--- src/rtl/edge_irq_pkg.sv ---
package edge_irq_pkg;
  localparam int PIN_W  = 8;
  localparam int DATA_W = 16;
  localparam int ADDR_W = 3;

  localparam logic [ADDR_W-1:0] A_SENSE = 3'd0;
  localparam logic [ADDR_W-1:0] A_DIR   = 3'd1;
  localparam logic [ADDR_W-1:0] A_DATA  = 3'd2;
  localparam logic [ADDR_W-1:0] A_EN    = 3'd3;
  localparam logic [ADDR_W-1:0] A_FLAG  = 3'd4;

  typedef enum logic [1:0] {
    SENSE_LEVEL = 2'b00,
    SENSE_RISE  = 2'b01,
    SENSE_FALL  = 2'b10,
    SENSE_BOTH  = 2'b11
  } sense_e;
endpackage

--- src/rtl/edge_irq_sync.sv ---
module edge_irq_sync #(
  parameter int W      = 8,
  parameter int STAGES = 2
) (
  input  logic         clk,
  input  logic         rst,
  input  logic [W-1:0] d,
  output logic [W-1:0] q
);
  logic [W-1:0] chain [STAGES];

  always_ff @(posedge clk) begin
    if (rst) begin
      for (int i = 0; i < STAGES; i++) chain[i] <= '1;
    end else begin
      chain[0] <= d;
      for (int i = 1; i < STAGES; i++) chain[i] <= chain[i-1];
    end
  end

  assign q = chain[STAGES-1];
endmodule

--- src/rtl/edge_irq_detect.sv ---
module edge_irq_detect
  import edge_irq_pkg::*;
#(
  parameter int W = 8
) (
  input  logic           clk,
  input  logic           rst,
  input  logic [W-1:0]   lvl,
  input  logic [2*W-1:0] sense,
  input  logic [W-1:0]   clr,
  output logic [W-1:0]   flag
);
  logic [W-1:0] prev_q;

  always_ff @(posedge clk) begin
    if (rst) prev_q <= '1;
    else     prev_q <= lvl;
  end

  for (genvar n = 0; n < W; n++) begin : g_pin
    sense_e md;
    logic   rise, fall, hit;
    assign md   = sense_e'(sense[2*n+1:2*n]);
    assign rise = lvl[n] & ~prev_q[n];
    assign fall = ~lvl[n] & prev_q[n];
    always_comb begin
      case (md)
        SENSE_RISE: hit = rise;
        SENSE_FALL: hit = fall;
        SENSE_BOTH: hit = rise | fall;
        default:    hit = 1'b0;
      endcase
    end

    always_ff @(posedge clk) begin
      if (rst)                    flag[n] <= 1'b0;
      else if (md == SENSE_LEVEL) flag[n] <= ~lvl[n];
      else if (hit)               flag[n] <= 1'b1;
      else if (clr[n])            flag[n] <= 1'b0;
    end


    clear_works_chk: assert property (@(posedge clk) disable iff (rst)
      (md != SENSE_LEVEL && clr[n] && !hit) |=> !flag[n]);

    set_wins_chk: assert property (@(posedge clk) disable iff (rst)
      (md != SENSE_LEVEL && hit) |=> flag[n]);
  end
endmodule

--- src/rtl/edge_irq_regs.sv ---
module edge_irq_regs
  import edge_irq_pkg::*;
#(
  parameter int W  = 8,
  parameter int DW = 16,
  parameter int AW = 3
) (
  input  logic           clk,
  input  logic           rst,
  input  logic           bus_en,
  input  logic           bus_we,
  input  logic [AW-1:0]  bus_addr,
  input  logic [DW-1:0]  bus_wdata,
  output logic [DW-1:0]  bus_rdata,
  input  logic [W-1:0]   lvl,
  input  logic [W-1:0]   flag_vis,
  output logic [2*W-1:0] sense_q,
  output logic [W-1:0]   dir_q,
  output logic [W-1:0]   en_q,
  output logic [W-1:0]   data_q,
  output logic [W-1:0]   clr
);
  localparam int PAD = DW - W;
  logic wr, rd;
  assign wr = bus_en & bus_we;
  assign rd = bus_en & ~bus_we;
  assign clr = (wr && bus_addr == A_FLAG) ? bus_wdata[W-1:0] : '0;

  always_ff @(posedge clk) begin
    if (rst) begin
      sense_q <= '0;
      dir_q   <= '0;
      en_q    <= '0;
      data_q  <= '0;
    end else if (wr) begin
      case (bus_addr)
        A_SENSE: sense_q <= bus_wdata[2*W-1:0];
        A_DIR:   dir_q   <= bus_wdata[W-1:0];
        A_DATA:  data_q  <= bus_wdata[W-1:0];
        A_EN:    en_q    <= bus_wdata[W-1:0];
        default: ;
      endcase
    end
  end

  always_ff @(posedge clk) begin
    if (rst) bus_rdata <= '0;
    else if (rd) begin
      case (bus_addr)
        A_SENSE: bus_rdata <= sense_q;
        A_DIR:   bus_rdata <= {{PAD{1'b0}}, dir_q};
        A_DATA:  bus_rdata <= {{PAD{1'b0}}, lvl};
        A_EN:    bus_rdata <= {{PAD{1'b0}}, en_q};
        A_FLAG:  bus_rdata <= {{PAD{1'b0}}, flag_vis};
        default: bus_rdata <= '0;
      endcase
    end
  end


  reset_clean_chk: assert property (@(posedge clk)
    rst |=> (dir_q == '0 && en_q == '0 && sense_q == '0 && data_q == '0));
endmodule

--- src/rtl/edge_irq_unit.sv ---
module edge_irq_unit
  import edge_irq_pkg::*;
#(
  parameter int          W        = PIN_W,
  parameter int          DW       = DATA_W,
  parameter int          AW       = ADDR_W,
  parameter int          STAGES   = 2,
  parameter logic [7:0]  RESV_MSK = 8'h01
) (
  input  logic          clk,
  input  logic          rst,
  input  logic          bus_en,
  input  logic          bus_we,
  input  logic [AW-1:0] bus_addr,
  input  logic [DW-1:0] bus_wdata,
  output logic [DW-1:0] bus_rdata,
  input  logic [W-1:0]  pin_in,
  output logic [W-1:0]  pin_out,
  output logic [W-1:0]  pin_oe,
  output logic [W-1:0]  irq_req
);
  logic [W-1:0]   lvl, flag_raw, flag_vis, dir_q, en_q, data_q, clr;
  logic [2*W-1:0] sense_q;
  logic [W-1:0]   live_msk;

  assign live_msk = ~RESV_MSK[W-1:0];

  edge_irq_sync #(.W(W), .STAGES(STAGES)) u_sync (
    .clk(clk), .rst(rst), .d(pin_in), .q(lvl));

  edge_irq_detect #(.W(W)) u_det (
    .clk(clk), .rst(rst), .lvl(lvl), .sense(sense_q), .clr(clr), .flag(flag_raw));

  assign flag_vis = flag_raw & live_msk;

  edge_irq_regs #(.W(W), .DW(DW), .AW(AW)) u_regs (
    .clk(clk), .rst(rst), .bus_en(bus_en), .bus_we(bus_we), .bus_addr(bus_addr),
    .bus_wdata(bus_wdata), .bus_rdata(bus_rdata), .lvl(lvl), .flag_vis(flag_vis),
    .sense_q(sense_q), .dir_q(dir_q), .en_q(en_q), .data_q(data_q), .clr(clr));

  always_ff @(posedge clk) begin
    if (rst) irq_req <= '0;
    else     irq_req <= flag_vis & en_q & ~dir_q;
  end

  assign pin_oe  = dir_q;
  assign pin_out = data_q & dir_q;


  req_needs_enable_chk: assert property (@(posedge clk) disable iff (rst)
    (irq_req != '0) |-> ((irq_req & ~$past(en_q)) == '0));

  req_needs_input_chk: assert property (@(posedge clk) disable iff (rst)
    (irq_req != '0) |-> ((irq_req & $past(pin_oe)) == '0));

  resv_quiet_chk: assert property (@(posedge clk) disable iff (rst)
    (irq_req & RESV_MSK[W-1:0]) == '0);

  req_follows_flag_chk: assert property (@(posedge clk) disable iff (rst)
    (irq_req != '0) |-> ((irq_req & ~$past(flag_vis)) == '0));
endmodule

--- config.mk ---
export PLATFORM = sky130hd
export DESIGN_NAME = edge_irq_unit
export DESIGN_NICKNAME = d
export VERILOG_FILES = /design/src/rtl/edge_irq_pkg.sv /design/src/rtl/edge_irq_sync.sv /design/src/rtl/edge_irq_detect.sv /design/src/rtl/edge_irq_regs.sv /design/src/rtl/edge_irq_unit.sv
export SDC_FILE = /design/constraint.sdc
export NUM_CORES = 1
export LEC_CHECK = 0
export BUFFER_PORTS_ARGS = -buffer_cell sky130_fd_sc_hd__clkbuf_2
export CORE_ASPECT_RATIO = 1.4
export CORE_MARGIN = 2
export CORE_UTILIZATION = 40
export CTS_BUF_LIST = sky130_fd_sc_hd__clkbuf_8
export CTS_CLUSTER_SIZE = 24
export DETAILED_ROUTE_END_ITERATION = 10
export GPL_TIMING_DRIVEN = 0
export SETUP_SLACK_MARGIN = 0.1
export SLEW_MARGIN = 25
export SYNTH_ARGS = -nofsm -noshare
export SYNTH_HDL_FRONTEND = slang
export SYNTH_HIERARCHICAL = 1
export SYNTH_SLANG_ARGS = --single-unit
--- constraint.sdc ---
create_clock -name clk -period 2.74 [get_ports clk]
set_input_delay 0.274 -clock clk [delete_from_list [all_inputs] [get_ports clk]]
set_output_delay 0.274 -clock clk [all_outputs]
set_load 0.03 [all_outputs]
==> flow_summary.ini <==
[clock_tree]
cts.sinks = 93
cts_tree = yes
cts_setup_buffers = 0
cts.clk_slew.worst_paths_ps = 80
cts_root_buf = clkbuf_8
cts_max_level = 3
holdBufCountCts = 0
post_cts_resized = 0
cts_inserted_buffers = 9
cts_max_path_buffers = 2
clk_latency_ps = 370

[floorplan]
rows = 43
start_util = 0.413
die_y_um = 124
num_io_pins = 71
core_um2 = 9950
fp.dieArea_um2 = 11100
die_width_um = 89.6

[drt]
vias_per_cell = 4.85
num_vias = 3257
drt-total-wl_mm = 9.95
dr.pass1.iters = 4
ant_nets = 0
wl_per_cell_um = 14.8
drc = 0
drt_iter0_drc = 145

[critical_path]
crit_buf_inv = 2
reg2reg_slack_ps = 1460
crit_required_ps = 3000
crit_path_end_kind = flip-flop
cp_data_arrival_time_ps = 1990
crit_slowest_cell = nor2_1
path_delay_family = simple AND/OR/NAND/NOR gates
start_kind = input port
crit_type = input port to flip-flop
worstPathMaxFanout = 10
crit_chain = clkbuf_2, clkbuf_1, nand3_1, nor2_1, and2_1, nand2b_1, o211ai_1, and3_1
cp_slowest_stage_delay_ps = 490

[cells_and_area]
final_common_cell = dfxtp_1
fillers = 1008
final_cell_mix = dfxtp_1 (93), clkbuf_2 (70), nor2_1 (55), nand2_1 (46), mux2i_1 (40)
drive_above_1_share = 0.235
multi_input_area_um2 = 2000
area_delta_synth_final_pct = 17.3
nets = 576
regArea_um2 = 1860
diodes = 0

[job]
max_cap_violations = 0

[global_route]
antenna_found_initial = 0
grt_max_degree = 24
grt_pass1_vias = 3071
grt_pass1_wl_mm = 15.7
grt_overflow_total = 0
track_usage = 0.192

[pwr]
power_density_nw_per_um2 = 518
vdd.ir_drop.worst_v = 0.000250
leakagePower_nw = 2.12

[yosys]
syn_area_um2 = 4110
yosysWarnings = 6
synth_area_per_cell_um2 = 9.13
synth_cells = 450

[sta]
clock.fmax_ghz = 0.579
holdWs_ps = 79.9
period_share = 0.631
slew_headroom = 0.600
drv_slew = 0
tightest_slew_ps = 598
fin_worst_skew_ps = 10.1
setup_viol = 0
hold_violations = 0
tns_ps = 0
fin_crit_ps = 1730
rsz0062_at_grt = false

[run_status]
outcome = finished, final reports clean

[placement]
place.gp.congestion = 0.843
portBuffers = 69
hpwl_mm = 7.21

[min_path]
min_path_type = input port to flip-flop
==> layout make-up <==
class / count / area share
clock buffers: 10 / 0.0286
clock inverters: 6 / 0.0112
multi-input cells: 314 / 0.416
repair buffers: 69 / 0.0717
plain buffers: 30 / 0.0403
flip-flops and latches: 93 / 0.386
inverters: 14 / 0.0109
well taps: 135 / 0.0351
==> state kept, by name, indices dropped and copies added (netlist names) <==
signal / flops
irq_req: 7
u_det/flag: 7
u_det/prev_q: 7
u_regs/bus_rdata: 16
u_regs/data_q: 8
u_regs/dir_q: 8
u_regs/en_q: 8
u_regs/sense_q: 16
u_sync/chain: 16
==> through the flow <==
stage          instances   util  total power (W)  instance area, um^2  setup slack, ps
3_5_place_dp         655  0.465          0.00163                 4630              655
6_report             671  0.484          0.00250                 4820             1010
3_3_place_gp         655  0.465          0.00163                 4630              641
5_1_grt              671  0.484          0.00262                 4820              933
4_1_cts              671  0.484          0.00252                 4820             1040
2_1_floorplan        451      -          0.00155                 4110             1270
==> report_power, final <==
part | internal, W | switching, W
clock network | 0.000437 | 0.000462
registers | 0.00138 | 0.0000158
logic | 0.0000820 | 0.000123
total | 0.00190 | 0.000601
==> worst register-to-register path: cells and delay by family (launching register included) <==
family	cells	cell delay, ps
flip-flops	1	320
AND/OR/NAND/NOR	2	310
adder cells (fa/ha/maj)	1	270
buffers and inverters	2	190
AO/OA/AOI/OAI	1	150
==> layer usage <==
layer / GRT usage / wire length (um) / vias up
li1: - / - / 1664
met1: 0.242 / 4440 / 1516
met2: 0.322 / 4960 / 67
met3: 0.0285 / 410 / 10
met4: 0.0840 / 142 / 0
met5: 0 / 0 / -
==> path summary, 6_finish.rpt <==
kind / start / to / depth (start not counted)
setup / recovery: bus_addr[2] / u_det/flag[6] / 8
hold / removal: pin_in[6] / u_sync/chain[0][6] / 2
setup reg to reg: u_sync/chain[0][10] / u_det/flag[2] / 6
hold reg to reg: u_sync/chain[0][3] / u_sync/chain[0][11] / 1
Power figures use the tool's default switching activity.
